`config.mk`:
```
export PLATFORM = sky130hd
export DESIGN_NAME = jitter_delay_seq
export DESIGN_NICKNAME = d
export VERILOG_FILES = /design/src/rtl/jds_pkg.sv /design/src/rtl/jds_rom.sv /design/src/rtl/jds_ram.sv /design/src/rtl/jds_scale.sv /design/src/rtl/jitter_delay_seq.sv
export SDC_FILE = /design/constraint.sdc
export NUM_CORES = 1
export LEC_CHECK = 0
export BUFFER_PORTS_ARGS = -buffer_cell sky130_fd_sc_hd__clkbuf_2
export CORE_ASPECT_RATIO = 1.5
export CORE_UTILIZATION = 35
export DETAILED_ROUTE_END_ITERATION = 8
export GPL_TIMING_DRIVEN = 0
export PLACE_DENSITY_LB_ADDON = 0.12
export SLEW_MARGIN = 30
export SYNTH_ARGS = -nofsm -noshare
export SYNTH_HDL_FRONTEND = slang
export SYNTH_SLANG_ARGS = --single-unit
```
`constraint.sdc`:
```
create_clock -name clk -period 1.65 [get_ports clk]
set_input_delay 0.2475 -clock clk [delete_from_list [all_inputs] [get_ports clk]]
set_output_delay 0.2475 -clock clk [all_outputs]
set_load 0.005 [all_outputs]
```
`src/rtl/jds_pkg.sv`:
```
package jds_pkg;
  localparam int TAB_LEN_D = 50;
  localparam int SAMP_W_D  = 10;
  localparam int CODE_W_D  = 10;
  localparam int AMP_W_D   = 8;
  localparam int AMP_FRAC_D = 4;
  localparam int NUM_PROF  = 5;
  localparam int PEAK      = 200;

  typedef enum logic [2:0] {
    PROF_SINE = 3'd0,
    PROF_UNIF = 3'd1,
    PROF_RECT = 3'd2,
    PROF_ALT  = 3'd3,
    PROF_RAND = 3'd4
  } prof_e;

  function automatic int rand_raw(int k);
    return ((23 * k + 7) % 61) - 30;
  endfunction

  function automatic int tab_value(int prof, int k, int len);
    int h;
    h = len / 2;
    case (prof)
      0: begin
        if (k < h) return (4 * PEAK * k * (h - k)) / (h * h);
        else       return -((4 * PEAK * (k - h) * (len - k)) / (h * h));
      end
      1: return 8 * k - 4 * (len - 1);
      2: return (k < h) ? PEAK : -PEAK;
      3: return (k % 2 == 1) ? PEAK : -PEAK;
      4: return (k % 2 == 0) ? rand_raw(k) : -rand_raw(k - 1);
      default: return 0;
    endcase
  endfunction
endpackage

```
`src/rtl/jds_rom.sv`:
```
module jds_rom #(
  parameter int TAB_LEN = jds_pkg::TAB_LEN_D,
  parameter int SAMP_W  = jds_pkg::SAMP_W_D,
  localparam int ADDR_W = $clog2(TAB_LEN)
) (
  input  logic [ADDR_W-1:0]        addr,
  input  logic [2:0]               prof,
  output logic signed [SAMP_W-1:0] sample
);
  localparam int NP = jds_pkg::NUM_PROF;

  logic signed [SAMP_W-1:0] tab [NP][TAB_LEN];

  for (genvar p = 0; p < NP; p++) begin : g_prof
    for (genvar k = 0; k < TAB_LEN; k++) begin : g_ent
      assign tab[p][k] = SAMP_W'(jds_pkg::tab_value(p, k, TAB_LEN));
    end
  end

  always_comb begin
    sample = '0;
    for (int p = 0; p < NP; p++) begin
      for (int k = 0; k < TAB_LEN; k++) begin
        if (prof == 3'(p) && addr == ADDR_W'(k)) sample = tab[p][k];
      end
    end
  end
endmodule

```
`src/rtl/jds_ram.sv`:
```
module jds_ram #(
  parameter int TAB_LEN = jds_pkg::TAB_LEN_D,
  parameter int SAMP_W  = jds_pkg::SAMP_W_D,
  localparam int ADDR_W = $clog2(TAB_LEN)
) (
  input  logic                     clk,
  input  logic                     rst_n,
  input  logic                     load_start,
  input  logic                     wr_en,
  input  logic signed [SAMP_W-1:0] wr_data,
  input  logic [ADDR_W-1:0]        rd_addr,
  output logic signed [SAMP_W-1:0] rd_data,
  output logic                     wr_done
);
  localparam logic [ADDR_W-1:0] LAST = ADDR_W'(TAB_LEN - 1);

  logic signed [SAMP_W-1:0] mem [TAB_LEN];
  logic [ADDR_W-1:0] wp_q, wp_n;
  logic              done_q, done_n;
  logic              mem_we;

  assign mem_we = wr_en && !done_q && !load_start;

  always_comb begin
    wp_n   = wp_q;
    done_n = done_q;
    if (load_start) begin
      wp_n   = '0;
      done_n = 1'b0;
    end else if (mem_we) begin
      wp_n   = (wp_q == LAST) ? '0 : wp_q + 1'b1;
      done_n = (wp_q == LAST);
    end
  end

  always_ff @(posedge clk or negedge rst_n) begin
    if (!rst_n) begin
      wp_q   <= '0;
      done_q <= 1'b0;
    end else begin
      wp_q   <= wp_n;
      done_q <= done_n;
    end
  end

  always_ff @(posedge clk) begin
    if (mem_we) mem[wp_q] <= wr_data;
  end

  assign rd_data = (rd_addr <= LAST) ? mem[rd_addr] : '0;
  assign wr_done = done_q;

  assert_wp_range_R7: assert property (@(posedge clk) disable iff (!rst_n)
    wp_q <= LAST);
  assert_done_on_last_R7: assert property (@(posedge clk) disable iff (!rst_n)
    (wr_en && !done_q && !load_start && wp_q == LAST) |=> done_q);
  assert_done_sticky_R8: assert property (@(posedge clk) disable iff (!rst_n)
    (done_q && !load_start) |=> (done_q && $stable(wp_q)));
endmodule

```
`src/rtl/jds_scale.sv`:
```
module jds_scale #(
  parameter int SAMP_W   = jds_pkg::SAMP_W_D,
  parameter int AMP_W    = jds_pkg::AMP_W_D,
  parameter int AMP_FRAC = jds_pkg::AMP_FRAC_D,
  parameter int CODE_W   = jds_pkg::CODE_W_D
) (
  input  logic signed [SAMP_W-1:0] sample,
  input  logic [AMP_W-1:0]         amp,
  output logic [CODE_W-1:0]        code
);
  localparam int PW    = SAMP_W + AMP_W + 3;
  localparam int ROUND = 1 << (AMP_FRAC - 1);
  localparam int BIAS  = 1 << (CODE_W - 1);
  localparam int MAXC  = (1 << CODE_W) - 1;

  logic signed [PW-1:0] s_ext, a_ext, prod, rnd, biased;

  always_comb begin
    s_ext  = PW'(sample);
    a_ext  = PW'(amp);
    prod   = s_ext * a_ext;
    rnd    = (prod + PW'(ROUND)) >>> AMP_FRAC;
    biased = rnd + PW'(BIAS);
    if (biased < 0)                 code = '0;
    else if (biased > PW'(MAXC))    code = CODE_W'(MAXC);
    else                            code = biased[CODE_W-1:0];
  end
endmodule

```
`src/rtl/jitter_delay_seq.sv`:
```
module jitter_delay_seq #(
  parameter int TAB_LEN  = jds_pkg::TAB_LEN_D,
  parameter int SAMP_W   = jds_pkg::SAMP_W_D,
  parameter int CODE_W   = jds_pkg::CODE_W_D,
  parameter int AMP_W    = jds_pkg::AMP_W_D,
  parameter int AMP_FRAC = jds_pkg::AMP_FRAC_D,
  parameter int DIV_W    = 8
) (
  input  logic                     clk,
  input  logic                     rst_n,
  input  logic [23:0]              ctrl_word,
  input  logic                     load_start,
  input  logic                     wr_en,
  input  logic signed [SAMP_W-1:0] wr_data,
  output logic [CODE_W-1:0]        code_out,
  output logic                     code_stb,
  output logic                     wr_done
);
  localparam int ADDR_W  = $clog2(TAB_LEN);
  localparam int SRC_BIT = 7;
  localparam int DIV_LO  = 8;
  localparam int AMP_LO  = 16;
  localparam logic [ADDR_W-1:0] LAST = ADDR_W'(TAB_LEN - 1);
  localparam logic [CODE_W-1:0] BIAS = CODE_W'(1 << (CODE_W - 1));

  logic [1:0] rst_sync;
  logic       rst_n_s;

  always_ff @(posedge clk or negedge rst_n) begin
    if (!rst_n) rst_sync <= 2'b00;
    else        rst_sync <= {rst_sync[0], 1'b1};
  end
  assign rst_n_s = rst_sync[1];

  logic [DIV_W-1:0]  div_q, div_n;
  logic [ADDR_W-1:0] addr_q, addr_n;
  logic              src_q, src_n;
  logic [2:0]        prof_q, prof_n;
  logic [AMP_W-1:0]  amp_q, amp_n;
  logic [CODE_W-1:0] code_q, code_n;
  logic              stb_q, stb_n;
  logic              tick;

  logic signed [SAMP_W-1:0] rom_s, ram_s, sel_s;
  logic [CODE_W-1:0]        scaled;

  jds_rom #(.TAB_LEN(TAB_LEN), .SAMP_W(SAMP_W)) u_rom (
    .addr(addr_q), .prof(prof_q), .sample(rom_s)
  );

  jds_ram #(.TAB_LEN(TAB_LEN), .SAMP_W(SAMP_W)) u_ram (
    .clk(clk), .rst_n(rst_n_s), .load_start(load_start), .wr_en(wr_en),
    .wr_data(wr_data), .rd_addr(addr_q), .rd_data(ram_s), .wr_done(wr_done)
  );

  assign sel_s = src_q ? ram_s : rom_s;

  jds_scale #(.SAMP_W(SAMP_W), .AMP_W(AMP_W), .AMP_FRAC(AMP_FRAC), .CODE_W(CODE_W)) u_scale (
    .sample(sel_s), .amp(amp_q), .code(scaled)
  );

  assign tick = (div_q == '0);

  always_comb begin
    div_n  = div_q;
    addr_n = addr_q;
    src_n  = src_q;
    prof_n = prof_q;
    amp_n  = amp_q;
    code_n = code_q;
    stb_n  = 1'b0;
    if (tick) begin
      div_n  = ctrl_word[DIV_LO +: DIV_W];
      stb_n  = 1'b1;
      code_n = (src_q && !wr_done) ? BIAS : scaled;
      if (addr_q == LAST) begin
        addr_n = '0;
        src_n  = ctrl_word[SRC_BIT];
        prof_n = ctrl_word[2:0];
        amp_n  = ctrl_word[AMP_LO +: AMP_W];
      end else begin
        addr_n = addr_q + 1'b1;
      end
    end else begin
      div_n = div_q - 1'b1;
    end
  end

  always_ff @(posedge clk or negedge rst_n_s) begin
    if (!rst_n_s) begin
      div_q  <= '0;
      addr_q <= '0;
      src_q  <= 1'b0;
      prof_q <= '0;
      amp_q  <= '0;
      code_q <= BIAS;
      stb_q  <= 1'b0;
    end else begin
      div_q  <= div_n;
      addr_q <= addr_n;
      src_q  <= src_n;
      prof_q <= prof_n;
      amp_q  <= amp_n;
      code_q <= code_n;
      stb_q  <= stb_n;
    end
  end

  assign code_out = code_q;
  assign code_stb = stb_q;

  assert_addr_range_R3: assert property (@(posedge clk) disable iff (!rst_n_s)
    addr_q <= LAST);
  assert_addr_wrap_R3: assert property (@(posedge clk) disable iff (!rst_n_s)
    (tick && addr_q == LAST) |=> (addr_q == '0));
  assert_cfg_hold_R6: assert property (@(posedge clk) disable iff (!rst_n_s)
    !(tick && addr_q == LAST) |=> ($stable(prof_q) && $stable(amp_q) && $stable(src_q)));
  assert_blocked_bias_R9: assert property (@(posedge clk) disable iff (!rst_n_s)
    (tick && src_q && !wr_done) |=> (code_out == BIAS));
  assert_zero_amp_R4: assert property (@(posedge clk) disable iff (!rst_n_s)
    (tick && !src_q && amp_q == '0) |=> (code_out == BIAS));
endmodule

```
Word-level counts from Yosys, hierarchy flattened --
Memories as Yosys holds them, arrays and structs flattened. Index checks and enable logic that the tools add are counted.
Operators by class: multiplexer cells 264, eq/ne operators 54, magnitude comparators 3, multiply operators 1, reduce and logical (&&, ||, !) cells 259, $add $sub $neg 5
Operator list (number):
- $mux W10 | 229
- $logic_and A1 B1 Y1 | 252
- $mux W8 | 22
- $eq A6 B6 Y1 const B | 19
- $eq A6 B5 Y1 const B | 16
- $eq A6 B4 Y1 const B | 8
- $mux W6 | 5
- $eq A6 B3 Y1 const B | 4
- $add A19 B5 Y20 const B | 1
- $mul A10 B9 Y19 | 1
- $gt A18 B11 Y1 const B | 1
- $lt A18 B1 Y1 const B | 1
- $add A16 B11 Y17 const B | 1
- $mux W7 | 2
- $add A6 B1 Y6 const B | 2
- $eq A6 B2 Y1 const B | 2
- $logic_not A8 Y1 | 1
- $sub A8 B1 Y8 const B | 1
- $eq A3 B2 Y1 const B | 2
- $eq A6 B1 Y1 const B | 1
- $le A6 B6 Y1 const B | 1
- $logic_not A6 Y1 | 1
- $mux W1 | 5
- $mux W5 | 1
- other kinds (6) | 7
Word-level totals: output and inout bits 12, register bits 46, input port bits 38, RAM bits 500, logic and storage cells 597, memories kept 1
Memories:
- u_ram.mem | depth 50, bits a word 10, read ports 1, clocked after Yosys merged registers in 0, write ports 1, RTL line jds_ram.sv:17 | logic signed [SAMP_W-1:0] mem [TAB_LEN];

Logic depth before layout (Yosys ltp) --
word-level depth 259, mapped depth 49, mapped depth without buffers 40

Modules after synthesis --
A second synthesis with hierarchy kept.
Unflattened totals: cell total of the unflattened synthesis 2062, area total of the unflattened synthesis 28350.9 sq um
Modules (own cells, without submodules):
- jds_ram | cells each 985, area an instance 19981.7 sq um, sequential area each 15189.6 sq um, times used 1
- jds_scale | cells each 472, area an instance 3826.2 sq um, sequential area each 0.0 sq um, times used 1
- jds_rom | cells each 446, area an instance 2696.3 sq um, sequential area each 0.0 sq um, times used 1
- jitter_delay_seq | cells each 159, area an instance 1846.8 sq um, sequential area each 977.2 sq um, times used 1

Least setup slack after synthesis --
OpenSTA, ideal clock, no wires.
path type reg2reg, from reg addr_q[0], to reg code_q[0] (netlist: code_out[0]), cell stages (with the launch flop) 46, buffers on the path 12, setup slack -9583 ps, library setup time 126 ps, period minus slack after synthesis 11233 ps, arrival 11107 ps, data required time 1524 ps, cell sequence dfrtp_1 buf_6 buf_6 buf_2 buf_1 clkbuf_1 clkbuf_1 inv_1 ha_1 buf_2 buf_2 buf_1 or3_1 a22o_1 nand2_1 a21oi_1 o41ai_1 and4_1 [10 not listed] fa_1 inv_1 fa_1 inv_1 fa_1 inv_1 ha_1 clkbuf_1 nand2_1 nor3_1 a31oi_1 xor2_1 inv_1 ha_1 or2_0 o41ai_2 a31oi_4 a221o_1
Between the ends: word-level cells in the longest chain between the ends 259, elaborated cells between the ends (all ways) 560, those cells by class add/sub: 2; mul: 1; order compare: 3; eq/ne: 49; mux: 254; reduce/logical: 250; memory: 1
Ends and longest elaborated chain:
- start: declaration | RTL line jitter_delay_seq.sv:36 | logic [ADDR_W-1:0] addr_q, addr_n;
- start signal: assignment | RTL line jitter_delay_seq.sv:100 | addr_q <= addr_n;
- $eq A6 B1 Y1 | RTL line jds_rom.sv:24 | if (prof == 3'(p) && addr == ADDR_W'(k)) sample = tab[p][k];
- $logic_and A1 B1 Y1 | RTL line jds_rom.sv:24
- $mux W5 | RTL line jds_rom.sv:24
- $mux W6 | RTL line jds_rom.sv:24
- $mux W7 (2 in a row) | RTL line jds_rom.sv:24
- $mux W8 (21 in a row) | RTL line jds_rom.sv:24
- $mux W10 (224 in a row) | RTL line jds_rom.sv:24
- $mux W10 * | RTL line jitter_delay_seq.sv:56 | assign sel_s = src_q ? ram_s : rom_s;
- $mul A10 B9 Y19 * | RTL line jds_scale.sv:21 | prod = s_ext * a_ext;
- $add A19 B5 Y20 * | RTL line jds_scale.sv:22 | rnd = (prod + PW'(ROUND)) >>> AMP_FRAC;
- $add A16 B11 Y17 * | RTL line jds_scale.sv:23 | biased = rnd + PW'(BIAS);
- $gt A18 B11 Y1 | RTL line jds_scale.sv:25 | else if (biased > PW'(MAXC)) code = CODE_W'(MAXC);
- $mux W10 | RTL line jds_scale.sv:25
- $mux W10 * | RTL line jds_scale.sv:24 | if (biased < 0) code = '0;
- $mux W10 * | RTL line jitter_delay_seq.sv:75 | code_n = (src_q && !wr_done) ? BIAS : scaled;
- end signal: assignment | RTL line jitter_delay_seq.sv:104 | code_q <= code_n;
- end: declaration | RTL line jitter_delay_seq.sv:40 | logic [CODE_W-1:0] code_q, code_n;
Mark *: on every way between the ends. The rest lies on a longest branch, timed or not. A chain may end at the register's enable or synchronous reset.

Worst setup path after layout --
from reg addr_q[0], to reg code_q[8] (netlist: code_out[8])
The elaborated chain is that of the path after synthesis.

==> impl_metrics.csv <==
group,metric,value,unit
synthesis,synth.largest_area_cell,"edfxtp_1",
place,hpwl,94800,µm
pwr,ir_drop,1840,µV
pwr,p_total,61.5,mW
clock_network,cts_tree,"done",
clock_network,cts_sinks,546,
synthesis,synth_area_leaders,"edfxtp_1 50%, mux4_2 12%, fa_1 4.5%",
sta,rsz0062_at_grt,"yes",
global_route,met2_usage,54.7,%
finish,drive_gt1_share,32.9,%
synthesis,ys.flop_type,"edfxtp_1",
clock_network,root_buffer,"clkbuf_16",
detailed_routing,wl_per_cell,35.2,µm
global_route,met3_usage,3.98,%
clock_network,cts_buffers,54,
clock_network,clk_latency,650,ps
synthesis,synthArstFlopShare,8.42,%
finish,area_growth,28.6,%
pwr,cellLeakagePower,13.5,nW
synthesis,synthCells,2284,
setup_path,path_max_fanout,10,
sta,setup_viol,539,
status,violations,"negative setup slack",
synthesis,synth-edff-count,500,
synthesis,netlist-cell-type-count,105,
detailed_routing,drcViolationCount,0,
floorplanning,dieHeight,360,µm
detailed_routing,finalWirelength,133000,µm
global_route,grt_pass1_vias,23371,
synthesis,synth_commonest_cells,"500 x edfxtp_1, 170 x nor2_1, 168 x nand2_1, 154 x mux4_2, 131 x inv_1",
floorplanning,row_count,130,
synthesis,synth-seq-cells,546,
floorplanning,core_area,84100,µm²
setup_path,critical_path_arrival,10550,ps
synthesis,yosysMostFrequentCell,"edfxtp_1",
floorplanning,pin_count,50,
setup_path,crit_type,"reg2reg",
status,outcome,"finished, violations left",
setup_path,max_stage_delay,530,ps
sta,hold_viol,0,
job,max_cap_violations,0,
global_route,grt_max_degree,51,
synthesis,ys_warn_count,0,
sta,fin_crit,10010,ps
sta,finalCritPeriodShare,607,%
sta,setup_slack,-8360,ps
detailed_routing,detail_route.vias_per_cell,5.99,
setup_path,start_kind,"flop",
synthesis,syn_area,29800,µm²
pwr,power_density,1600,nW/µm²
finish,finalNetCount,2762,
floorplanning,initial_core_util,35.5,%
synthesis,ys_seq_area_share,54.2,%
setup_path,worstPathRequired,2190,ps
setup_path,cp_slowest_cell,"fa_1",
detailed_routing,drtIter0Drc,1985,
global_route,grt.busiest_layer,"met2",
detailed_routing,vias,22593,
sta,finalHoldWorstSlack,63.3,ps
synthesis,synth_top_area_share,50.3,%
sta,fin_setup_tns,-245740,ps
clock_network,ctsHtreeMaxLevel,2,
finish,fin_area,38400,µm²
setup_path,end_kind,"flop",
global_route,met1_usage,33.5,%
sta,fin_worst_skew,48.8,ps
floorplanning,die_x,240,µm
detailed_routing,firstDrtPassIters,8,
place,routabilityCongestion,1.01,
global_route,grtUsageTotal,30.8,%
sta,worstMarginPinSlew,1030,ps
global_route,gr-total-overflow,0,
sta,relSlewSlack,31.1,%
sta,fmax,0.0999,GHz
clock_network,clk_pin_slew,70,ps
place,numPortBuffers,45,
synthesis,syn_nets,2438,
global_route,antenna_found_initial,4,
worst_hold_path,hp-class,"in2reg",
floorplanning,die-area,86400,µm²
synthesis,synth_area_per_cell,13.1,µm²
global_route,grt_pass1_wl,182000,µm
clock_network,cts.path.max_buffers,3,
place,place_area,32500,µm²
detailed_routing,detail-route-antenna-nets,0,
sta,drv_slew,0,
cell families (layout without fill, tap and decap cells):
family / Yosys count / count (layout) / share of synthesized area (%)
simple gates: 613 / 613 / 10.1
xor+xnor: 16 / 16 / 0.495
fa+ha+maj: 116 / 116 / 6.55
flops: 546 / 546 / 54.2
buf+inv: 286 / 651 / 3.96
mux: 184 / 184 / 12.7
compound gates: 522 / 523 / 12.0
other cells: 1 / 3 / 0.0126
state kept, by name (all words and copies together), names as in the netlist:
name	count
addr_q	6
amp_q	8
code_out	10
code_stb	1
div_q	8
prof_q	3
rst_sync	2
src_q	1
u_ram.mem	500
u_ram.wp_q	6
u_ram.wr_done	1
critical path: cells and delay by family (launching register included):
family	cells	cell delay (ps)
AO/OA/AOI/OAI	13	2400
adder cells (fa/ha/maj)	7	2610
buffers and inverters	18	2140
XOR/XNOR	1	160
AND/OR/NAND/NOR	10	2150
flip-flops	1	390
routing by layer:
| layer | part of all wire, % | wire length, µm | vias to the layer above |
|---|---|---|---|
| met4 | 8.4 | 11200 | 2 |
| met2 | 52 | 69300 | 990 |
| met3 | 4.8 | 6360 | 350 |
| met5 | 0.0075 | 10 | - |
| met1 | 35 | 46100 | 11781 |
| li1 | - | - | 9470 |
placed cells by master (no fill, tap or decap), drive strengths merged, types with 22 or more instances in the layout:
master         n
edfxtp       500
buf          274
clkbuf       185
nor2         172
nand2        168
mux4         154
inv          133
a21oi        119
o21ai        113
fa            67
nand3         59
ha            49
dfrtp         45
a31oi         42
nor3          34
a21o          31
and2          31
clkinv        29
nand2b        26
dlygate4sd3   24
o211ai        22
final timing paths:
check / from / to / slack (ps) / cells after the start
max reg2reg: addr_q[0] / code_out[8] / -8360 / 49
max: addr_q[0] / code_out[8] / -8360 / 49
min in group asynchronous: rst_sync[1] / prof_q[0] / 120 / 0
min: wr_data[5] / u_ram.mem[42][5] / 60 / 1
max in group asynchronous: rst_sync[1] / code_out[9] / 1030 / 1
min reg2reg: rst_sync[1] / prof_q[0] / 120 / 0
power breakdown:
group	switching, mW	internal, mW
Sequential	0.245	15.4
Combinational	19.5	13.9
Clock	5.56	6.92
final cells by class:
cell class | count | area, µm²
antenna | 2 | 5.00
multi-input combinational | 1453 | 14100
timing repair buffer | 270 | 2980
tap | 1122 | 1400
inverter | 135 | 548
sequential | 546 | 16200
clock inverter | 33 | 332
clock buffer | 65 | 1410
buffer | 148 | 1380
fill | 7610 | 45700
through the flow:
step | utilization, % | setup WS (ps) | std cells
after global placement | 38.4 | -11660 | 3451
after detailed placement | 38.7 | -10940 | 3457
after floorplan | - | -7860 | 2284
after global routing | 45.6 | -8580 | 3772
after CTS | 44.9 | -8170 | 3738
final | 45.6 | -8360 | 3774
repair_timing:
item                                   4_1_cts  5_1_grt
hold buffers                                24        0
buffers inserted                           158       31
cloned                                       3        3
setup endpoints to repair                  543      539
gates resized for setup                    282       72
pin swaps                                  109       35
endpoints found under the hold margin       23        0
(Power assumes the default switching activity.)
